## src/rtl/dir_sll_pkg.sv

```systemverilog
package dir_sll_pkg;
  localparam int TW = 3;
  localparam logic [TW-1:0] PK_RR = 3'd0;
  localparam logic [TW-1:0] PK_RA = 3'd1;
  localparam logic [TW-1:0] PK_IV = 3'd2;
  localparam logic [TW-1:0] PK_IA = 3'd3;
  localparam logic [TW-1:0] PK_WR = 3'd4;
  localparam logic [TW-1:0] PK_WA = 3'd5;
endpackage

```

## src/rtl/dir_store.sv

```systemverilog
module dir_store #(
  parameter int NLINES = 16,
  parameter int DW = 16,
  parameter int PW = 3,
  parameter logic [PW-1:0] NONE = '1,
  localparam int AW = $clog2(NLINES)
) (
  input  logic          clk_i,
  input  logic          rst_ni,
  input  logic [AW-1:0] rd_addr_i,
  output logic [DW-1:0] rd_data_o,
  output logic [PW-1:0] rd_head_o,
  input  logic [AW-1:0] wr_addr_i,
  input  logic          wr_data_en_i,
  input  logic [DW-1:0] wr_data_i,
  input  logic          wr_head_en_i,
  input  logic [PW-1:0] wr_head_i
);
  logic [DW-1:0] data_q [NLINES];
  logic [PW-1:0] head_q [NLINES];

  always_ff @(posedge clk_i or negedge rst_ni) begin
    if (!rst_ni) begin
      for (int i = 0; i < NLINES; i++) begin
        data_q[i] <= '0;
        head_q[i] <= NONE;
      end
    end else begin
      if (wr_data_en_i) data_q[wr_addr_i] <= wr_data_i;
      if (wr_head_en_i) head_q[wr_addr_i] <= wr_head_i;
    end
  end

  assign rd_data_o = data_q[rd_addr_i];
  assign rd_head_o = head_q[rd_addr_i];
endmodule

```

## src/rtl/dir_decide.sv

```systemverilog
module dir_decide
  import dir_sll_pkg::*;
#(
  parameter int DW = 16,
  parameter int PW = 3,
  parameter logic [PW-1:0] MEM_ID = '0,
  parameter logic [PW-1:0] NONE = '1,
  parameter logic [PW-1:0] TAIL = '1
) (
  input  logic          valid_i,
  input  logic [TW-1:0] type_i,
  input  logic [PW-1:0] src_i,
  input  logic [PW-1:0] dst_i,
  input  logic [DW-1:0] data_i,
  input  logic [PW-1:0] ptr_i,
  input  logic [DW-1:0] cur_data_i,
  input  logic [PW-1:0] cur_head_i,
  output logic          accept_o,
  output logic          data_en_o,
  output logic          head_en_o,
  output logic [PW-1:0] new_head_o,
  output logic [TW-1:0] o_type_o,
  output logic [PW-1:0] o_dst_o,
  output logic [DW-1:0] o_data_o,
  output logic [PW-1:0] o_ptr_o
);
  logic cached;
  logic sole_owner;
  logic known_type;

  assign cached     = cur_head_i != NONE;
  assign sole_owner = (ptr_i == TAIL) && (cur_head_i == src_i);
  assign known_type = (type_i == PK_RR) || (type_i == PK_WR) || (type_i == PK_IV);
  assign accept_o   = valid_i && (dst_i == MEM_ID) && known_type;

  always_comb begin
    data_en_o  = 1'b0;
    head_en_o  = 1'b0;
    new_head_o = src_i;
    o_type_o   = PK_RA;
    o_dst_o    = src_i;
    o_data_o   = cur_data_i;
    o_ptr_o    = TAIL;
    if (accept_o) begin
      unique case (type_i)
        PK_RR: begin
          head_en_o = 1'b1;
          o_ptr_o   = cached ? cur_head_i : TAIL;
        end
        PK_WR: begin
          data_en_o = 1'b1;
          head_en_o = 1'b1;
          o_data_o  = data_i;
          if (!cached || sole_owner) begin
            o_type_o = PK_WA;
          end else begin
            // forward walk to old head, naming writer as new head
            o_type_o = PK_IV;
            o_dst_o  = cur_head_i;
            o_ptr_o  = src_i;
          end
        end
        default: begin
          head_en_o  = 1'b1;
          new_head_o = NONE;
          if (!cached || cur_head_i == src_i) begin
            o_type_o = PK_IA;
          end else begin
            o_type_o = PK_IV;
            o_dst_o  = cur_head_i;
            o_ptr_o  = src_i;
          end
        end
      endcase
    end
  end
endmodule

```

## src/rtl/dir_sll_ctrl.sv

```systemverilog
module dir_sll_ctrl
  import dir_sll_pkg::*;
#(
  parameter int NCACHE = 4,
  parameter int NLINES = 16,
  parameter int DW = 16,
  localparam int PW = $clog2(NCACHE + 3),
  localparam int AW = $clog2(NLINES)
) (
  input  logic          clk_i,
  input  logic          rst_ni,
  input  logic          in_valid_i,
  input  logic [TW-1:0] in_type_i,
  input  logic [PW-1:0] in_src_i,
  input  logic [PW-1:0] in_dst_i,
  input  logic [AW-1:0] in_addr_i,
  input  logic [DW-1:0] in_data_i,
  input  logic [PW-1:0] in_ptr_i,
  output logic          out_valid_o,
  output logic [TW-1:0] out_type_o,
  output logic [PW-1:0] out_src_o,
  output logic [PW-1:0] out_dst_o,
  output logic [AW-1:0] out_addr_o,
  output logic [DW-1:0] out_data_o,
  output logic [PW-1:0] out_ptr_o
);
  localparam logic [PW-1:0] MEM_ID = PW'(NCACHE);
  localparam logic [PW-1:0] TAIL   = '1;
  localparam logic [PW-1:0] NONE   = TAIL - PW'(1);

  logic [DW-1:0] cur_data;
  logic [PW-1:0] cur_head;
  logic          accept, data_en, head_en;
  logic [PW-1:0] new_head, d_dst, d_ptr;
  logic [TW-1:0] d_type;
  logic [DW-1:0] d_data;

  dir_store #(.NLINES(NLINES), .DW(DW), .PW(PW), .NONE(NONE)) u_store (
    .clk_i        (clk_i),
    .rst_ni       (rst_ni),
    .rd_addr_i    (in_addr_i),
    .rd_data_o    (cur_data),
    .rd_head_o    (cur_head),
    .wr_addr_i    (in_addr_i),
    .wr_data_en_i (data_en),
    .wr_data_i    (in_data_i),
    .wr_head_en_i (head_en),
    .wr_head_i    (new_head)
  );

  dir_decide #(.DW(DW), .PW(PW), .MEM_ID(MEM_ID), .NONE(NONE), .TAIL(TAIL)) u_decide (
    .valid_i    (in_valid_i),
    .type_i     (in_type_i),
    .src_i      (in_src_i),
    .dst_i      (in_dst_i),
    .data_i     (in_data_i),
    .ptr_i      (in_ptr_i),
    .cur_data_i (cur_data),
    .cur_head_i (cur_head),
    .accept_o   (accept),
    .data_en_o  (data_en),
    .head_en_o  (head_en),
    .new_head_o (new_head),
    .o_type_o   (d_type),
    .o_dst_o    (d_dst),
    .o_data_o   (d_data),
    .o_ptr_o    (d_ptr)
  );

  always_ff @(posedge clk_i or negedge rst_ni) begin
    if (!rst_ni) begin
      out_valid_o <= 1'b0;
      out_type_o  <= PK_RA;
      out_dst_o   <= '0;
      out_addr_o  <= '0;
      out_data_o  <= '0;
      out_ptr_o   <= TAIL;
    end else begin
      out_valid_o <= accept;
      if (accept) begin
        out_type_o <= d_type;
        out_dst_o  <= d_dst;
        out_addr_o <= in_addr_i;
        out_data_o <= d_data;
        out_ptr_o  <= d_ptr;
      end
    end
  end

  assign out_src_o = MEM_ID;
endmodule

```

## config.mk

```make
export PLATFORM = sky130hd
export DESIGN_NAME = dir_sll_ctrl
export DESIGN_NICKNAME = d
export VERILOG_FILES = /design/src/rtl/dir_sll_pkg.sv /design/src/rtl/dir_store.sv /design/src/rtl/dir_decide.sv /design/src/rtl/dir_sll_ctrl.sv
export SDC_FILE = /design/constraint.sdc
export NUM_CORES = 1
export LEC_CHECK = 0
export BUFFER_PORTS_ARGS = -buffer_cell sky130_fd_sc_hd__buf_2
export CAP_MARGIN = 25
export CORE_ASPECT_RATIO = 0.9
export CORE_UTILIZATION = 25
export CTS_CLUSTER_SIZE = 8
export DETAILED_ROUTE_END_ITERATION = 10
export PLACE_DENSITY = 0.45
export SYNTH_ARGS = -nofsm -noshare
export SYNTH_HDL_FRONTEND = slang
export SYNTH_HIERARCHICAL = 1
export SYNTH_SLANG_ARGS = --single-unit
```

## constraint.sdc

```tcl
create_clock -name clk_i -period 6.5 [get_ports clk_i]
set_input_delay 0.975 -clock clk_i [delete_from_list [all_inputs] [get_ports clk_i]]
set_output_delay 0.975 -clock clk_i [all_outputs]
set_load 0.01 [all_outputs]
```

==> run metrics, run 1 <==
status finished clean; commonest non-fill, non-tap cell in the layout mux2_2; Req. time, crit path 6.92 ns; Post-Syn Area 0.0155 sq mm; Ports 68; largest net degree at the start of global routing 120; LEAKAGE 8.43 nW; Final Hold Viols 0; Non-Filler Instances 1,902; PD cells 258 mW/mm^2; total track usage 0.130; Crit Path Class in -> reg; Most used DFF post-synth dfrtp_1; layout cells sized above 1 0.549; syn avg cell area 15.1 sq um; max_cap viols 0; CORE AREA 0.0613 sq mm; Worst-Skew Late Latency 0.55 ns; buffers added on ports 64; hpwl dp 23,300 um; DR vias/cell 4.70; Longest Clk Path Bufs 3; # H-tree levels 2; Synth cell types 50; endpoints failing setup 0; Fin Hold WS 0.483 ns; gp weighted congestion 0.724; Final Max Slew Viols 0; post-cts sizing count 0; Final Skew 0.00988 ns; Iter 0 DRT Violations 559; die span in y 239 um; initial antenna violation count 1; Max transition margin 0.368; vias in the first global route 9,545; Starting Density 0.253; TritonCTS clock tree built; final worst-path cycle share 0.584; Hold Path Class reg -> reg; Ant. Diodes 0; number of warning messages in the yosys log 6; Final min period 3.79 ns; Area Growth Syn to Fin 15.7%; WL/cell 21.2 um; nets 1,126; worst-margin pin slew 0.948 ns; Site Rows 86; Die X 265 um; die area 0.0632 sq mm; most frequent cells in the layout 313 x mux2_2, 298 x dfrtp_1, 77 x nand2_1; Post-CTS Setup Bufs 0; CTS Hold Bufs 0; DRC Markers 0; DR vias 8,940; Power Total 4.65 mW; gr ovfl total 0; CTS sink cnt 334; CP max FO 13; Worst Setup End Kind flop; maximum vdd drop 159 uV; Root Driver clkbuf_16; Startpoint Class input port; number of synthesized flops with an enable pin 0; top cells by area, synth dfrtp_1 48%, mux2_2 23%, mux4_2 11%; first-pass detailed-route iteration total 5; Worst-path clk slew 0.05 ns; WP data arrival 4.22 ns; RSZ-0062 raised after global routing no; Detailed Route WL 40,300 um; Post-Syn Instances 1,031; Fmax 264 MHz; Inserted Clock Buffers 47; # placed instances 1,831; Sum Neg Setup Slack 0 ns; first-pass GRT wire length 62,300 um; top-area cell type share of the netlist area 0.480; ys async rst share 1.00; Yosys reg bits 334; Seq/Total Area, Yosys 0.540; Post-DRT Antenna Nets 0; number of fill cells in the layout 6,177; leading area contributor after synthesis dfrtp_1
[cell families after synthesis]
family | Yosys count | synth area share
AO/OA/AOI/OAI | 56 | 0.0271
buffers and inverters | 77 | 0.0260
flip-flops | 334 | 0.540
multiplexers | 411 | 0.356
other | 2 | 0.000483
AND/OR/NAND/NOR | 151 | 0.0503
[cell usage after synthesis (2+ instances only)]
| library cell | number |
|---|---|
| mux2_2 | 313 |
| dfrtp_1 | 298 |
| nand2_1 | 77 |
| mux4_2 | 76 |
| a22oi_1 | 38 |
| dfstp_2 | 36 |
| clkbuf_1 | 28 |
| buf_2 | 27 |
| nor2_1 | 21 |
| buf_4 | 13 |
| mux2_4 | 12 |
| mux2_1 | 10 |
| nor2_2 | 9 |
| nor2b_1 | 8 |
| buf_6 | 4 |
| nor2_4 | 4 |
| a21oi_1 | 3 |
| nand2_2 | 3 |
| nand2b_1 | 3 |
| nand3_1 | 3 |
| nand3b_1 | 3 |
| nor3_1 | 3 |
| o21ai_1 | 3 |
| or2_2 | 3 |
| a211o_1 | 2 |
| buf_1 | 2 |
| conb_1 | 2 |
| nand3b_4 | 2 |
| nand4_1 | 2 |
| nor3b_1 | 2 |
| o21ai_0 | 2 |
[power by group]
group          leakage (nW)  internal [mW]  switching, mW  total, mW
Clock                 0.630           1.34          0.888       2.23
Sequential             4.52           2.13         0.0183       2.15
Combinational          3.28         0.0963          0.171      0.267
[per-stage QoR]
stage           util  cell area [sq um]  setup WS [ns]
3_5_place_dp   0.271              16600           2.15
5_1_grt        0.293              18000           2.58
3_3_place_gp   0.271              16600           2.21
6_report       0.293              18000           2.71
4_1_cts        0.293              17900           2.73
2_1_floorplan      -              15600           2.80
[layout make-up]
class                   count  area (sq um)  share of cell area
inverters                   2          8.76            0.000487
clock buffers              66          1280              0.0711
flip-flops and latches    334          8400               0.467
well taps                 792           991              0.0551
multi-input cells         621          6750               0.375
clock inverters             2          25.0             0.00139
repair buffers             85           537              0.0298
[layer usage]
layer	routed length, um	share of wire	global-route usage
met3	1580	0.039	0.0238
met2	17600	0.44	0.194
met4	669	0.017	0.0268
met1	20500	0.51	0.194
met5	13	0.00032	0
[state kept, by name, summed over array words and instances, names as in the netlist]
register        count
out_ptr_o           3
u_store/head_q     48
out_data_o         16
out_valid_o         1
out_dst_o           3
out_type_o          3
u_store/data_q    256
out_addr_o          4
[final timing paths]
kind | endpoint | startpoint | slack, ns | depth (start not counted)
max in group asynchronous | u_store/data_q[192] | rst_ni | 4.63 | 2
setup / recovery | out_dst_o[0] | in_addr_i[2] | 2.71 | 12
hold / removal | u_store/data_q[199] | u_store/data_q[199] | 0.48 | 1
min in group asynchronous | out_addr_o[0] | rst_ni | 0.49 | 1
hold reg to reg | u_store/data_q[199] | u_store/data_q[199] | 0.48 | 1
setup reg to reg | out_dst_o[0] | u_store/head_q[37] | 3.67 | 10
[worst max-delay path: stages]
cell     delay [ns]
buf_2          0.32
nor2b_2        0.83
buf_4          0.38
a22oi_1        0.13
nand2_1        0.25
and2_4         0.22
a21oi_1        0.05
o21ai_2        0.20
nor2_2         0.08
o21ai_4        0.20
mux2_4         0.31
mux2_4         0.25
(Power assumes the default switching activity.)
==> inputs of run 2 (changes only) <==
--- a/config.mk
+++ b/config.mk
@@ -5,13 +5,14 @@
 export SDC_FILE = /design/constraint.sdc
 export NUM_CORES = 1
 export LEC_CHECK = 0
+export ABC_AREA = 1
 export BUFFER_PORTS_ARGS = -buffer_cell sky130_fd_sc_hd__buf_2
 export CAP_MARGIN = 25
 export CORE_ASPECT_RATIO = 0.9
 export CORE_UTILIZATION = 25
 export CTS_CLUSTER_SIZE = 8
 export DETAILED_ROUTE_END_ITERATION = 10
-export PLACE_DENSITY = 0.45
+export PLACE_DENSITY = 0.46
 export SYNTH_ARGS = -nofsm -noshare
 export SYNTH_HDL_FRONTEND = slang
 export SYNTH_HIERARCHICAL = 1
==> constraint.sdc (replaced) <==
create_clock -name clk_i -period 3.4 [get_ports clk_i]
set_input_delay 0.51 -clock clk_i [delete_from_list [all_inputs] [get_ports clk_i]]
set_output_delay 0.51 -clock clk_i [all_outputs]
set_load 0.01 [all_outputs]
==> run metrics, run 2 <==
Iter 0 DRT Violations 1,176; CP max FO 120; leading registers by flop count u_store/data_q: 256 flops, u_store/head_q: 48 flops, out_data_o: 16 flops; layout cells sized above 1 0.101; Final Max Slew Viols 0; WL/cell 16.0 um; Final Hold Viols 0; Site Rows 89; top-area cell type share of the netlist area 0.450; reg2reg setup slack 1.37 ns; LEAKAGE 8.96 nW; Most used DFF post-synth dfrtp_1; Final min period 2.15 ns; top-count cell post-synth nand2_1; area share of and/or/nand/nor cells after synthesis 0.288; buffers added on ports 64; die area 0.0674 sq mm; largest family of logic cells by synthesized area simple AND/OR/NAND/NOR gates; Synth Area in XOR/XNOR 0.000528; ys async rst share 1.00; vias in the first global route 13,700; CORE AREA 0.0656 sq mm; Sum Neg Setup Slack 0 ns; Crit Path Class in -> reg; number of synthesized flops with an enable pin 0; complex-gate fraction of the synthesized area 0.0978; Root Driver clkbuf_16; Worst-path clk slew 0.05 ns; # placed instances 3,055; Area Growth Syn to Fin 14.2%; DP Area 0.0176 sq mm; die span in y 246 um; post-cts sizing count 0; DRC Markers 0; portion of netlist area occupied by mux cells 0; most frequent cells in the layout 886 x nand2_1, 298 x dfrtp_1, 266 x inv_1; Final Skew 0.0178 ns; hpwl dp 29,600 um; Die X 274 um; Synth cell types 30; adder-cell share of the synthesized area 0; Yosys reg bits 334; Fmax 466 MHz; RSZ-0062 raised after global routing no; syn avg cell area 7.43 sq um; number of fill cells in the layout 7,132; max_cap viols 0; Post-Syn Area 0.0166 sq mm; worst-margin pin slew 0.907 ns; final worst-path cycle share 0.632; maximum vdd drop 363 uV; endpoints failing setup 0; initial antenna violation count 0; number of warning messages in the yosys log 6; Biggest register u_store/data_q; top cells by area, synth dfrtp_1 45%, nand2_1 20%, nand3_1 7.4%; max reg flops 256; Post-DRT Antenna Nets 0; nets 2,276; Req. time, crit path 3.90 ns; Starting Density 0.253; Worst Setup End Kind flop; PD cells 491 mW/mm^2; Seq/Total Area, Yosys 0.507; Non-Filler Instances 3,125; status finished clean; DR vias 14,000; TritonCTS clock tree built; Post-Syn Instances 2,234; first-pass GRT wire length 79,400 um; gr ovfl total 0; Inserted Clock Buffers 47; Hold Path Class in -> reg; total track usage 0.151; # H-tree levels 2; Max transition margin 0.395; leading area contributor after synthesis dfrtp_1; Longest Clk Path Bufs 3; FF+latch area 0.00840 sq mm; gp weighted congestion 0.791; Startpoint Class input port; Detailed Route WL 50,100 um; post-route cell area 0.0189 sq mm; Worst-Skew Late Latency 0.56 ns; Synth top cells by count 886 x nand2_1, 298 x dfrtp_1, 268 x inv_1; Ports 68; WP data arrival 2.65 ns; CTS sink cnt 334; commonest non-fill, non-tap cell in the layout nand2_1; largest net degree at the start of global routing 121; Multi-input gate area 0.00642 sq mm; first-pass detailed-route iteration total 5; DR vias/cell 4.48
[run 2: changes by cell type after synthesis, sizes merged, moves of 38 or more]
cell / change
a22oi: -38
inv: +274
mux2: -335
mux4: -76
nand2: +810
nand3: +244
o21ai: +300
[run 2: worst max-delay path: stages]
cell     delay (ns)
buf_4          0.23
inv_4          0.34
buf_12         0.54
nand2_1        0.10
nand2_1        0.08
nand2_1        0.04
nand3_1        0.14
nand3_1        0.17
nand2_1        0.14
nand2_1        0.06
nand2_1        0.07
nand2_1        0.05
nand2_1        0.07
[run 2: path summary, 6_finish.rpt]
path | from | endpoint | depth (start not counted)
setup / recovery | in_addr_i[0] | out_data_o[4] | 13
hold / removal | in_data_i[4] | out_data_o[4] | 5
setup reg to reg | u_store/head_q[13] | out_dst_o[0] | 14
hold reg to reg | out_ptr_o[1] | out_ptr_o[1] | 2
max in group asynchronous | rst_ni | u_store/data_q[217] | 3
min in group asynchronous | rst_ni | u_store/head_q[27] | 2
[run 2: cell families after synthesis]
logic type	Yosys count
flip-flops	334
AND/OR/NAND/NOR	1164
XOR/XNOR	1
buffers and inverters	420
other	2
AO/OA/AOI/OAI	313
[run 2: area by class of cell]
| class | instances | share of cell area |
|---|---|---|
| diodes | 1 | 0.000132 |
| flip-flops and latches | 334 | 0.443 |
| repair buffers | 101 | 0.0371 |
| clock buffers | 66 | 0.0675 |
| inverters | 276 | 0.0548 |
| multi-input cells | 1481 | 0.339 |
| clock inverters | 2 | 0.00132 |
| well taps | 864 | 0.0570 |
[run 2: routing by layer]
| layer | GRT usage | wire [um] | up-vias |
|---|---|---|---|
| met1 | 0.212 | 24800 | 6680 |
| met5 | 0 | 0 | - |
| met4 | 0.0458 | 1320 | 0 |
| met3 | 0.0227 | 2100 | 84 |
| li1 | - | - | 6959 |
| met2 | 0.237 | 21900 | 265 |
[run 2: power breakdown]
group / internal (mW) / total, mW / switching, mW
logic: 0.235 / 0.826 / 0.591
registers: 4.11 / 4.17 / 0.0595
clock network: 2.57 / 4.30 / 1.73
total: 6.91 / 9.30 / 2.39
[run 2: through the flow]
stage	util	hold slack [ns]	power, mW	setup slack [ns]
finish	0.289	0.266	9.30	1.25
global route	0.289	0.260	9.74	1.03
CTS	0.289	0.234	9.49	1.28
detailed placement	0.269	0.452	5.08	0.687
global placement	0.269	0.448	5.07	0.697
floorplan	-	0.214	4.69	1.12
[run 2: repair_timing]
action                                 4_1_cts  5_1_grt
endpoints found under the hold margin       58        0
setup buffers                                0        0
hold buffers                                 1        0
==> inputs of run 3 (changes only) <==
--- a/config.mk
+++ b/config.mk
@@ -12,7 +12,7 @@
 export CORE_UTILIZATION = 25
 export CTS_CLUSTER_SIZE = 8
 export DETAILED_ROUTE_END_ITERATION = 10
-export PLACE_DENSITY = 0.46
+export PLACE_DENSITY = 0.45
 export SYNTH_ARGS = -nofsm -noshare
 export SYNTH_HDL_FRONTEND = slang
 export SYNTH_HIERARCHICAL = 1
==> constraint.sdc (replaced) <==
create_clock -name clk_i -period 2.1 [get_ports clk_i]
set_input_delay 0.315 -clock clk_i [delete_from_list [all_inputs] [get_ports clk_i]]
set_output_delay 0.315 -clock clk_i [all_outputs]
set_load 0.01 [all_outputs]
==> run metrics, run 3 (synthesis gave the netlist of run 2 again) <==
endpoints failing setup 0; Startpoint Class flop; CP max-delay cell dfstp_2; leading registers by flop count u_store/data_q: 256 flops, u_store/head_q: 48 flops, out_data_o: 16 flops; max reg flops 256; Area Growth Syn to Fin 19.2%; Biggest register u_store/data_q; die area 0.0674 sq mm; die span in y 246 um; Crit path max-delay family simple AND/OR/NAND/NOR gates; Iter 0 DRT Violations 1,081; Starting Density 0.253; Final Max Slew Viols 0; Top cell by count, worst path nand2_1; Final Hold Viols 0; max_cap viols 0; WL/cell 16.5 um; commonest non-fill, non-tap cell in the layout nand2_1; post-route cell area 0.0198 sq mm; first-pass GRT wire length 82,500 um; CTS sink cnt 334; Req. time, crit path 2.59 ns; Inserted Clock Buffers 48; Non-Filler Instances 3,176; Worst-Skew Late Latency 0.56 ns; maximum vdd drop 581 uV; buffers added on ports 64; DRC Markers 0; # H-tree levels 2; # placed instances 3,101; routed wl met2 23,400 um; Fmax 520 MHz; Core Util, Final 0.302; Worst Setup End Kind flop; initial antenna violation count 0; number of fill cells in the layout 7,121; total track usage 0.158; layout cells sized above 1 0.124; met1 WL 25,300 um; DP Area 0.0183 sq mm; Die X 274 um; Longest Clk Path Bufs 3; Root Driver clkbuf_16; worst-margin pin slew 0.647 ns; gr ovfl total 0; LEAKAGE 9.40 nW; Hold Path Class in -> reg; TritonCTS clock tree built; slowest stage delay, CP 0.52 ns; top sig layer met4; most frequent cells in the layout 883 x nand2_1, 298 x dfrtp_1, 265 x inv_1; CP max FO 3; DR vias/cell 4.50; Ports 68; Ant. Diodes 0; hpwl dp 31,900 um; critical path, cell by cell inv_1 -> nand2_1 -> nand3_1 -> nand3_1 -> nand3_2 -> nand2_2 -> inv_1 -> nand2_1 -> nand2_1 -> nand3_1 -> nand3_1 -> nand2_1 -> nand2_1 -> nand2_1 -> nand2_1 -> nand2_1; WL met3 2620 um; Max transition margin 0.568; vias in the first global route 14,000; critical path buffer and inverter count 2; Worst-path clk slew 0.05 ns; PD cells 776 mW/mm^2; Detailed Route WL 52,300 um; Site Rows 89; Crit Path Class reg -> reg; final worst-path cycle share 0.916; status finished clean; Final min period 1.92 ns; gp weighted congestion 0.848; CORE AREA 0.0656 sq mm; Final Skew 0.0146 ns; WP data arrival 2.41 ns; largest net degree at the start of global routing 69; first-pass detailed-route iteration total 7; DR vias 14,300; Fin Hold WS 0.0682 ns; nets 2,327; Post-DRT Antenna Nets 0
==> run 3: layout make-up <==
class,count,area [sq um],share of cell area
Tap cell,864,1080,0.0547
Inverter,276,1040,0.0525
Multi-Input combinational cell,1481,6460,0.326
Timing Repair Buffer,151,1450,0.0731
Sequential cell,334,8400,0.425
Clock inverter,2,25.0,0.00127
Clock buffer,68,1330,0.0672
==> run 3: final timing paths <==
path | slack [ns] | cells past startpoint | start | to
max reg2reg | 0.18 | 16 | u_store/head_q[20] | out_dst_o[0]
min reg2reg | 0.46 | 2 | out_ptr_o[2] | out_ptr_o[2]
max | 0.18 | 16 | u_store/head_q[20] | out_dst_o[0]
min in group asynchronous | 0.24 | 2 | rst_ni | u_store/head_q[18]
max in group asynchronous | 0.99 | 4 | rst_ni | u_store/data_q[200]
min | 0.07 | 5 | in_data_i[10] | out_data_o[10]
==> run 3: timing repair <==
item,4_1_cts,5_1_grt
hold buffers,3,0
endpoints found under the hold margin,50,0
buffers inserted,0,2
gates resized for setup,0,10
endpoints found under the setup margin,0,8
==> run 3: routing by layer <==
| metal | vias up | GRT usage |
|---|---|---|
| li1 | 7068 | - |
| met1 | 6842 | 0.222 |
| met2 | 325 | 0.254 |
| met3 | 69 | 0.0230 |
| met4 | 0 | 0.0345 |
| met5 | - | 0 |
==> run 3: worst min-delay path: cells and delay by family <==
family | cells | cell delay, ns
buf+inv | 1 | 0.09
simple gates | 4 | 0.19
==> run 3: power breakdown <==
part | total (mW) | internal [mW] | switching (mW)
logic | 1.43 | 0.458 | 0.974
clock network | 7.15 | 4.31 | 2.84
registers | 6.76 | 6.66 | 0.106
total | 15.3 | 11.4 | 3.92
==> run 3: per-stage QoR <==
step | worst slack [ns] | total power [mW] | setup TNS (ns)
finish | 0.176 | 15.3 | 0
global route | -0.0208 | 16.1 | -0.0208
CTS | 0.0960 | 15.6 | 0
detailed placement | -0.0445 | 8.30 | -0.591
global placement | -0.0559 | 8.30 | -0.869
floorplan | 0.0189 | 7.60 | 0
